===== src/rtl/vws_pkg.sv =====
package vws_pkg;
  typedef enum logic {
    VWS_SEQ  = 1'b0,
    VWS_RAND = 1'b1
  } vws_mode_e;
endpackage


===== src/rtl/vws_lfsr.sv =====
module vws_lfsr #(
  parameter int          W    = 8,
  parameter logic [W-1:0] TAPS = 8'hB8,
  parameter logic [W-1:0] SEED = 8'h01
) (
  input  logic         clk,
  input  logic         rst_n,
  input  logic         adv_i,
  output logic [W-1:0] state_o
);
  logic [W-1:0] state_q, state_d;
  logic         fb;

  always_comb begin
    fb      = ^(state_q & TAPS);
    state_d = {state_q[W-2:0], fb};
  end

  always_ff @(posedge clk or negedge rst_n) begin
    if (!rst_n)     state_q <= SEED;
    else if (adv_i) state_q <= state_d;
  end

  assign state_o = state_q;

  // a maximal-length register never reaches the all-zero state
  a_r4_lfsr_nonzero: assert property (@(posedge clk) disable iff (!rst_n)
    state_q != '0);
endmodule


===== src/rtl/vws_step.sv =====
module vws_step
  import vws_pkg::*;
#(
  parameter int STEP_W = 2
) (
  input  vws_mode_e         mode_i,
  input  logic [STEP_W-1:0] rnd_i,
  output logic [STEP_W-1:0] step_o
);
  always_comb begin
    if (mode_i == VWS_SEQ)  step_o = STEP_W'(1);
    else if (rnd_i == '0)   step_o = STEP_W'(1);
    else                    step_o = rnd_i;
  end
endmodule


===== src/rtl/vws_counter.sv =====
module vws_counter #(
  parameter int WAYS   = 4,
  parameter int STEP_W = 2,
  localparam int IDX_W = $clog2(WAYS)
) (
  input  logic              clk,
  input  logic              rst_n,
  input  logic              alloc_i,
  input  logic              base_wr_i,
  input  logic [IDX_W-1:0]  base_i,
  input  logic [STEP_W-1:0] step_i,
  output logic [IDX_W-1:0]  victim_o
);
  localparam int SUM_W = IDX_W + STEP_W + 1;
  localparam int MAXV  = WAYS - 1;
  localparam int NFOLD = 1 << STEP_W;

  logic [IDX_W-1:0] cnt_q, cnt_d, base_q;
  logic [SUM_W-1:0] sum, over, span;
  logic             cnt_en;

  assign cnt_en = alloc_i | base_wr_i;

  always_comb begin
    sum  = SUM_W'(cnt_q) + SUM_W'(step_i);
    span = SUM_W'(MAXV) - SUM_W'(base_q) + SUM_W'(1);
    over = '0;
    if (base_wr_i) begin
      cnt_d = base_i;
    end else if (sum > SUM_W'(MAXV)) begin
      over = sum - SUM_W'(WAYS);
      for (int i = 0; i < NFOLD; i++) begin
        if (over >= span) over = over - span;
      end
      cnt_d = base_q + over[IDX_W-1:0];
    end else begin
      cnt_d = sum[IDX_W-1:0];
    end
  end

  always_ff @(posedge clk or negedge rst_n) begin
    if (!rst_n)         base_q <= '0;
    else if (base_wr_i) base_q <= base_i;
  end

  always_ff @(posedge clk or negedge rst_n) begin
    if (!rst_n)      cnt_q <= '0;
    else if (cnt_en) cnt_q <= cnt_d;
  end

  assign victim_o = cnt_q;

  a_r7_not_locked: assert property (@(posedge clk) disable iff (!rst_n)
    victim_o >= base_q);

  a_r2_hold: assert property (@(posedge clk) disable iff (!rst_n)
    (!alloc_i && !base_wr_i) |=> $stable(victim_o));

  a_r6_load_floor: assert property (@(posedge clk) disable iff (!rst_n)
    base_wr_i |=> (victim_o == $past(base_i)));

  a_r3_seq_step: assert property (@(posedge clk) disable iff (!rst_n)
    (alloc_i && !base_wr_i && step_i == STEP_W'(1) && victim_o != IDX_W'(MAXV))
      |=> (victim_o == $past(victim_o) + IDX_W'(1)));

  a_r8_single_way: assert property (@(posedge clk) disable iff (!rst_n)
    (base_q == IDX_W'(MAXV) && !base_wr_i) |=> (victim_o == IDX_W'(MAXV)));
endmodule


===== src/rtl/victim_way_sel.sv =====
module victim_way_sel
  import vws_pkg::*;
#(
  parameter int          WAYS   = 4,
  parameter int          STEP_W = 2,
  parameter int          LFSR_W = 8,
  parameter logic [7:0]  TAPS   = 8'hB8,
  parameter logic [7:0]  SEED   = 8'h01,
  localparam int         IDX_W  = $clog2(WAYS)
) (
  input  logic             clk,
  input  logic             rst_n,
  input  logic             mode_i,
  input  logic             alloc_i,
  input  logic             base_wr_i,
  input  logic [IDX_W-1:0] base_i,
  output logic [IDX_W-1:0] victim_o
);
  logic              rst_meta, rst_q;
  logic [LFSR_W-1:0] rnd;
  logic [STEP_W-1:0] step;
  vws_mode_e         mode;

  always_ff @(posedge clk or negedge rst_n) begin
    if (!rst_n) begin
      rst_meta <= 1'b0;
      rst_q    <= 1'b0;
    end else begin
      rst_meta <= 1'b1;
      rst_q    <= rst_meta;
    end
  end

  assign mode = vws_mode_e'(mode_i);

  vws_lfsr #(.W(LFSR_W), .TAPS(LFSR_W'(TAPS)), .SEED(LFSR_W'(SEED))) u_lfsr (
    .clk     (clk),
    .rst_n   (rst_q),
    .adv_i   (alloc_i),
    .state_o (rnd)
  );

  vws_step #(.STEP_W(STEP_W)) u_step (
    .mode_i (mode),
    .rnd_i  (rnd[STEP_W-1:0]),
    .step_o (step)
  );

  vws_counter #(.WAYS(WAYS), .STEP_W(STEP_W)) u_cnt (
    .clk       (clk),
    .rst_n     (rst_q),
    .alloc_i   (alloc_i),
    .base_wr_i (base_wr_i),
    .base_i    (base_i),
    .step_i    (step),
    .victim_o  (victim_o)
  );

  a_r1_reset_zero: assert property (@(posedge clk)
    !rst_q |=> (victim_o == '0) || !rst_q);
endmodule


===== config.mk =====
export PLATFORM = sky130hd
export DESIGN_NAME = victim_way_sel
export DESIGN_NICKNAME = d
export VERILOG_FILES = /design/src/rtl/vws_pkg.sv /design/src/rtl/vws_lfsr.sv /design/src/rtl/vws_step.sv /design/src/rtl/vws_counter.sv /design/src/rtl/victim_way_sel.sv
export SDC_FILE = /design/constraint.sdc
export NUM_CORES = 1
export LEC_CHECK = 0
export ABC_AREA = 1
export ABC_CLOCK_PERIOD_IN_PS = 800
export BUFFER_PORTS_ARGS = -buffer_cell sky130_fd_sc_hd__buf_2
export CAP_MARGIN = 20
export CORE_MARGIN = 4
export CORE_UTILIZATION = 65
export DETAILED_ROUTE_END_ITERATION = 10
export GPL_TIMING_DRIVEN = 0
export PLACE_DENSITY = 0.84
export SKIP_LAST_GASP = 1
export SYNTH_ARGS = -nofsm -noshare
export SYNTH_HDL_FRONTEND = slang
export SYNTH_HIERARCHICAL = 1
export SYNTH_SLANG_ARGS = --single-unit

===== constraint.sdc =====
create_clock -name clk -period 0.8 [get_ports clk]
set_clock_uncertainty 0.05 [all_clocks]
set_input_delay 0.04 -clock clk [delete_from_list [all_inputs] [get_ports clk]]
set_output_delay 0.04 -clock clk [all_outputs]
set_load 0.01 [all_outputs]

==> flow_summary.json, run 1 <==
{
  "grt_max_degree": 13,
  "start_util_pct": 67.9,
  "synth.ff_latch_count": 14,
  "die_height_um": 56.1,
  "cts_sinks": 14,
  "syn_inst": 218,
  "cts_root_buffer": "clkbuf_4",
  "syn_area_per_cell_um2": 6.89,
  "top_level_ports": 9,
  "yosysSeqAreaShare_pct": 23.4,
  "haltStage": "5_1_grt",
  "synth_edf_count": 0,
  "num_rows": 17,
  "io_buffers": 8,
  "status": "stopped before the end",
  "async_reset_ff_share_pct": 100,
  "yosysWarnings": 6,
  "worst_endpoint": "u_cnt/victim_o[1]$_DFFE_PN0P_/D",
  "syn_nets": 244,
  "clk_path_buf_depth": 2,
  "placed_cells": 254,
  "dpl_cell_area_mm2": 0.00162,
  "ctsHtreeMaxLevel": 1,
  "stop_error": "[ERROR DPL-0038] Utilization greater than 100%, impossible to legalize",
  "syn_area_mm2": 0.00150,
  "cts_buffers": 3,
  "die_w_um": 56.1,
  "synth_top_flop_cell": "dfrtp_1",
  "gp_congestion": 0.824,
  "worstEndpointType": "sequential cell input",
  "dp_hpwl_mm": 2.48,
  "ys_types": 32
}
## cells by family after synthesis
kind of cell	Yosys count	share of synthesized area, %
simple gates	114	36.1
xor+xnor	3	1.75
buf+inv	41	10.9
flops	14	23.4
compound gates	26	10.2
fa+ha+maj	19	17.3
other cells	1	0.250
## timing repair
action / CTS
setup buffers: 32
pin swaps: 28
hold endpoints to repair: 6
hold buffers: 5
setup endpoints to repair: 6
resized for setup: 40
## cells in the mapped netlist (2+ instances only)
master	number	area share (%)
nand2_1	65	16
inv_1	37	9.2
ha_1	16	13
dfrtp_1	13	22
o21ai_0	13	4.3
nand3_1	12	4.0
nor2_1	12	3.0
nand2_2	8	3.3
a21oi_1	7	2.3
nand3_2	5	3.3
fa_1	3	4.0
nand4_1	3	1.2
inv_2	2	0.50
nand3b_1	2	1.0
o211ai_1	2	1.0
xor2_1	2	1.2
## metrics by stage
stage | setup slack, ps | util [%]
floorplan | -4990 | -
global placement | -5440 | 73.1
detailed placement | -5660 | 73.1
CTS | -5290 | 94.9
==> run 2: changes to the inputs <==
Settings changed: CORE_UTILIZATION 65 to 40, PLACE_DENSITY 0.84 to not set, PLACE_DENSITY_LB_ADDON set to 0.15.
==> flow_summary.json, run 2 <==
{
  "setup_slack_ps": -5260,
  "met1_usage_pct": 17.4,
  "hold_violations": 1,
  "gp_congestion": 0.834,
  "synth.ff_latch_count": 14,
  "setup_viol": 7,
  "syn_area_mm2": 0.00150,
  "num_rows": 22,
  "yosys.area.top_type": "dfrtp_1",
  "dr.pass1.iters": 7,
  "synthTopCellsByCount": "nand2_1, inv_1, ha_1",
  "vias": 1528,
  "wl_per_cell_um": 11.4,
  "cp_max_fo": 6,
  "layout.nets": 295,
  "violations": "negative hold slack, negative setup slack",
  "syn_area_per_cell_um2": 6.89,
  "cts_buffers": 3,
  "required_ps": 880,
  "grt_busiest_layer": "met2",
  "antenna_found_initial": 0,
  "dp_hpwl_mm": 2.43,
  "vias_per_cell": 4.84,
  "area_delta_synth_final_pct": 44.0,
  "cp-end-kind": "register",
  "core-area_mm2": 0.00363,
  "grt_use_total_pct": 15.0,
  "final_common_cell": "nand2_1",
  "drive_above_1_share_pct": 41.8,
  "grt_pass1_wl_mm": 6.09,
  "clkLatencyLatePin_ps": 250,
  "largest_reg_flops": 8,
  "finalCritPeriodShare_pct": 758,
  "fmax_mhz": 165,
  "startpoint_type": "register",
  "synth_edf_count": 0,
  "critPathKind": "register to register",
  "cp.arrival_ps": 6150,
  "ctsHtreeMaxLevel": 1,
  "final_cell_mix": "nand2_1, buf_4, inv_1",
  "rsz0062_at_grt": "true",
  "max_stage_delay_ps": 590,
  "hold_ws_ps": -0.684,
  "start_util_pct": 41.4,
  "synth_top_flop_cell": "dfrtp_1",
  "yosysTopAreaCellShare_pct": 21.6,
  "clk_path_buf_depth": 2,
  "grt_max_degree": 13,
  "grt_overflow": 0,
  "synth_most_common_cell": "nand2_1",
  "cts_sinks": 14,
  "grtUsageMet3_pct": 1.59,
  "async_reset_ff_share_pct": 100,
  "grt_pass1_vias": 1487,
  "detail-route-antenna-nets": 0,
  "crit_top_cell": "nand2_2",
  "diodes": 0,
  "routed_wl_mm": 3.60,
  "pre_cts_slack_ps": -5540,
  "syn_inst": 218,
  "syn_nets": 244,
  "ys_types": 32,
  "die_w_um": 69.3,
  "cts_tree": "done",
  "io_buffers": 8,
  "die_area_mm2": 0.00480,
  "status": "finished with violations",
  "cts_root_buffer": "clkbuf_8",
  "drtIter0Drc": 32,
  "path_buf_inv": 4,
  "clk_pin_slew_ps": 50,
  "remaining_drc_errors": 0,
  "fin_util_pct": 59.6,
  "drv_slew": 0,
  "yosysWarnings": 6,
  "die_height_um": 69.3,
  "hold_path_class": "input pin to register",
  "crit_family": "simple AND/OR/NAND/NOR gates",
  "top_level_ports": 9,
  "yosysSeqAreaShare_pct": 23.4,
  "period_needed_ps": 6060,
  "slowest_stage": "fa_2",
  "grt_use_met2_pct": 27.4,
  "timing.max_cap.violations": 0,
  "synth_area_leaders": "dfrtp_1, nand2_1, ha_1"
}
run 2: cell counts after synthesis:
No cell type changed its count.
run 2: worst reg2reg max path, delay by kind of cell (launching register included):
| family | cells | cell delay, ps |
|---|---|---|
| adder cells (fa/ha/maj) | 7 | 1800 |
| XOR/XNOR | 2 | 330 |
| AND/OR/NAND/NOR | 20 | 2150 |
| flip-flops | 1 | 530 |
| buffers and inverters | 4 | 190 |
| AO/OA/AOI/OAI | 7 | 870 |
run 2: kinds of logic after synthesis:
kind of cell    share of synthesized area (%)
fa+ha+maj                                17.3
xor+xnor                                 1.75
other cells                             0.250
compound gates                           10.2
simple gates                             36.1
flops                                    23.4
buf+inv                                  10.9
run 2: path summary, 6_finish.rpt:
check                                               from                       endpoint  slack [ps]  cells past startpoint
setup / recovery           u_lfsr/state_o[0]$_DFFE_PN1P_  u_cnt/victim_o[1]$_DFFE_PN0P_       -5260                     40
max in group asynchronous                rst_q$_DFF_PN0_    u_cnt/base_q[0]$_DFFE_PN0P_         210                      0
hold / removal                                 base_wr_i    u_cnt/base_q[1]$_DFFE_PN0P_        -0.7                      2
setup reg to reg           u_lfsr/state_o[0]$_DFFE_PN1P_  u_cnt/victim_o[1]$_DFFE_PN0P_       -5260                     40
hold reg to reg                          rst_q$_DFF_PN0_  u_lfsr/state_o[4]$_DFFE_PN0P_         140                      0
min in group asynchronous                          rst_n             rst_meta$_DFF_PN0_          60                      2
run 2: area by class of cell:
type / instances / area [um2]
well taps: 48 / 60.1
multi-input cells: 163 / 1200
clock buffers: 4 / 45.0
repair buffers: 46 / 338
plain buffers: 1 / 13.8
fillers: 337 / 1470
inverters: 40 / 156
flip-flops and latches: 14 / 353
run 2: repair_timing:
item / 4_1_cts / 5_1_grt
pin swaps: 30 / 26
hold buffers: 4 / 0
endpoints found under the hold margin: 4 / 0
setup endpoints to repair: 6 / 11
gates resized for setup: 30 / 19
buffers inserted: 29 / 5
run 2: through the flow:
| step | setup TNS [ps] | cells | instance area (um2) |
|---|---|---|---|
| floorplan | -9900 | 218 | 1540 |
| global placement | -11100 | 274 | 1640 |
| detailed placement | -11080 | 274 | 1640 |
| CTS | -10740 | 311 | 2070 |
| global route | -11780 | 316 | 2160 |
| finish | -10870 | 316 | 2160 |
run 2: routing by layer:
metal  part of all wire [%]  routed length [um]
met1                     45                1620
met4                    1.6                  58
met5                      0                   0
met2                     51                1840
met3                    2.4                  87
Power of run 2 is left out: the tool's default activity adds up to more than one toggle a clock period on the data nets, which glitch-free logic cannot reach.
==> run 3: changes to the inputs <==
Settings changed: SYNTH_HIERARCHICAL 1 to not set.
==> flow_summary.json, run 3 <==
{
  "status": "finished with violations",
  "violations": "negative setup slack",
  "syn_nets": 225,
  "wl_per_cell_um": 15.6,
  "drive_above_1_share_pct": 55.3,
  "hold_path_class": "input pin to async pin",
  "setup_slack_ps": -5590,
  "clkLatencyLatePin_ps": 270,
  "grt_max_degree": 13,
  "layout.nets": 293,
  "die_area_mm2": 0.00468,
  "final_cell_mix": "buf_4, nand2_1, inv_1",
  "finalCritPeriodShare_pct": 798,
  "start_util_pct": 42.7,
  "cp.arrival_ps": 6500,
  "clk_path_buf_depth": 2,
  "required_ps": 920,
  "cp-end-kind": "register",
  "synth_top_flop_cell": "dfrtp_1",
  "synth_area_leaders": "dfrtp_1, nand2_1, ha_1",
  "gp_congestion": 0.821,
  "vias_per_cell": 5.13,
  "drv_slew": 0,
  "routed_wl_mm": 4.86,
  "yosys.area.top_type": "dfrtp_1",
  "yosysSeqAreaShare_pct": 24.1,
  "yosysTopAreaCellShare_pct": 22.3,
  "largest_reg_flops": 8,
  "critPathKind": "register to register",
  "ys_types": 33,
  "antenna_found_initial": 0,
  "detail-route-antenna-nets": 0,
  "syn_area_per_cell_um2": 7.33,
  "slowest_stage": "fa_2",
  "synthTopCellsByCount": "nand2_1, inv_1, ha_1",
  "diodes": 0,
  "dpl_cell_area_mm2": 0.00158,
  "grt_pass1_vias": 1530,
  "cts_sinks": 14,
  "timing.max_cap.violations": 0,
  "final_common_cell": "buf_4",
  "io_buffers": 7,
  "fmax_mhz": 157,
  "die_height_um": 68.4,
  "async_reset_ff_share_pct": 100,
  "synth_edf_count": 0,
  "synth.ff_latch_count": 14,
  "die_w_um": 68.4,
  "top_level_ports": 9,
  "cts_buffers": 3,
  "cts_tree": "done",
  "cp_max_fo": 5,
  "setup_viol": 9,
  "final_area_mm2": 0.00240,
  "rsz0062_at_grt": "true",
  "syn_inst": 199,
  "drtIter0Drc": 112,
  "max_stage_delay_ps": 470,
  "hold_violations": 0,
  "cts_root_buffer": "clkbuf_4",
  "startpoint_type": "register",
  "synth_most_common_cell": "nand2_1",
  "core-area_mm2": 0.00342,
  "remaining_drc_errors": 0,
  "ctsHtreeMaxLevel": 1,
  "clk_pin_slew_ps": 80,
  "grt_use_total_pct": 18.6,
  "area_delta_synth_final_pct": 64.8,
  "num-fill-cells": 257,
  "dr.pass1.iters": 4,
  "dp_hpwl_mm": 2.32,
  "period_needed_ps": 6390,
  "yosysWarnings": 0,
  "num_rows": 21,
  "grt_pass1_wl_mm": 6.58,
  "syn_area_mm2": 0.00146,
  "grt_overflow": 0,
  "vias": 1602
}
## run 3: worst paths after layout
check	start	endpoint	slack (ps)	cells after the start
worst max register to register	u_lfsr.state_o[1]$_DFFE_PN0P_	u_cnt.victim_o[1]$_DFFE_PN0P_	-5590	43
worst max-delay path	u_lfsr.state_o[1]$_DFFE_PN0P_	u_cnt.victim_o[1]$_DFFE_PN0P_	-5590	43
worst min-delay path	rst_n	rst_meta$_DFF_PN0_	10	2
min in group clk	base_wr_i	u_cnt.victim_o[0]$_DFFE_PN0P_	50	4
max in group asynchronous	rst_q$_DFF_PN0_	u_lfsr.state_o[0]$_DFFE_PN1P_	190	0
worst min register to register	rst_q$_DFF_PN0_	u_cnt.victim_o[1]$_DFFE_PN0P_	150	0
## run 3: logic make-up (layout without fill, tap and decap cells)
family | count (synthesis) | in the layout | share of synthesized area, %
flip-flops | 14 | 14 | 24.1
adder cells (fa/ha/maj) | 19 | 19 | 17.8
other | 1 | 1 | 0.257
AND/OR/NAND/NOR | 99 | 99 | 34.7
buffers and inverters | 32 | 99 | 8.23
XOR/XNOR | 7 | 7 | 4.20
AO/OA/AOI/OAI | 27 | 27 | 10.6
## run 3: critical path, delay by kind of cell (launching register included)
family / cells / cell delay, ps
AO/OA/AOI/OAI: 7 / 1040
XOR/XNOR: 2 / 360
adder cells (fa/ha/maj): 7 / 1680
buffers and inverters: 5 / 320
flip-flops: 1 / 360
AND/OR/NAND/NOR: 22 / 2460
## run 3: cell type report
class / instances / area (um2) / area share (%)
clock buffer: 4 / 26.3 / 1.09
sequential: 14 / 353 / 14.7
multi-input combinational: 153 / 1350 / 56.1
timing repair buffer: 63 / 487 / 20.2
tap: 46 / 57.6 / 2.39
inverter: 31 / 129 / 5.36
buffer: 1 / 3.75 / 0.156
## run 3: timing repair
| item | 4_1_cts | 5_1_grt |
|---|---|---|
| setup endpoints to repair | 7 | 11 |
| setup buffers | 39 | 13 |
| endpoints found under the hold margin | 5 | 0 |
| pin swaps | 26 | 36 |
| resized for setup | 36 | 49 |
| hold buffers | 4 | 0 |
## run 3: per-layer routing
layer  wire (um)  part of all wire, %  track usage [%]
met4         233                  4.8             7.44
met5           0                    0                0
met1        1890                   39             19.6
met3         153                  3.2             1.64
met2        2580                   53             36.7
## run 3: through the flow
step | setup TNS [ps] | hold WS [ps] | util (%) | cells | setup WS (ps)
3_5_place_dp | -11910 | -224 | 46.4 | 252 | -5790
6_report | -11670 | 14.4 | 70.4 | 312 | -5590
3_3_place_gp | -11890 | -226 | 46.4 | 252 | -5760
2_1_floorplan | -10410 | -306 | - | 199 | -5220
4_1_cts | -11180 | 4.12 | 60.9 | 299 | -5340
5_1_grt | -12570 | 11.8 | 70.4 | 312 | -5880
Power of run 3 is left out for the same reason.
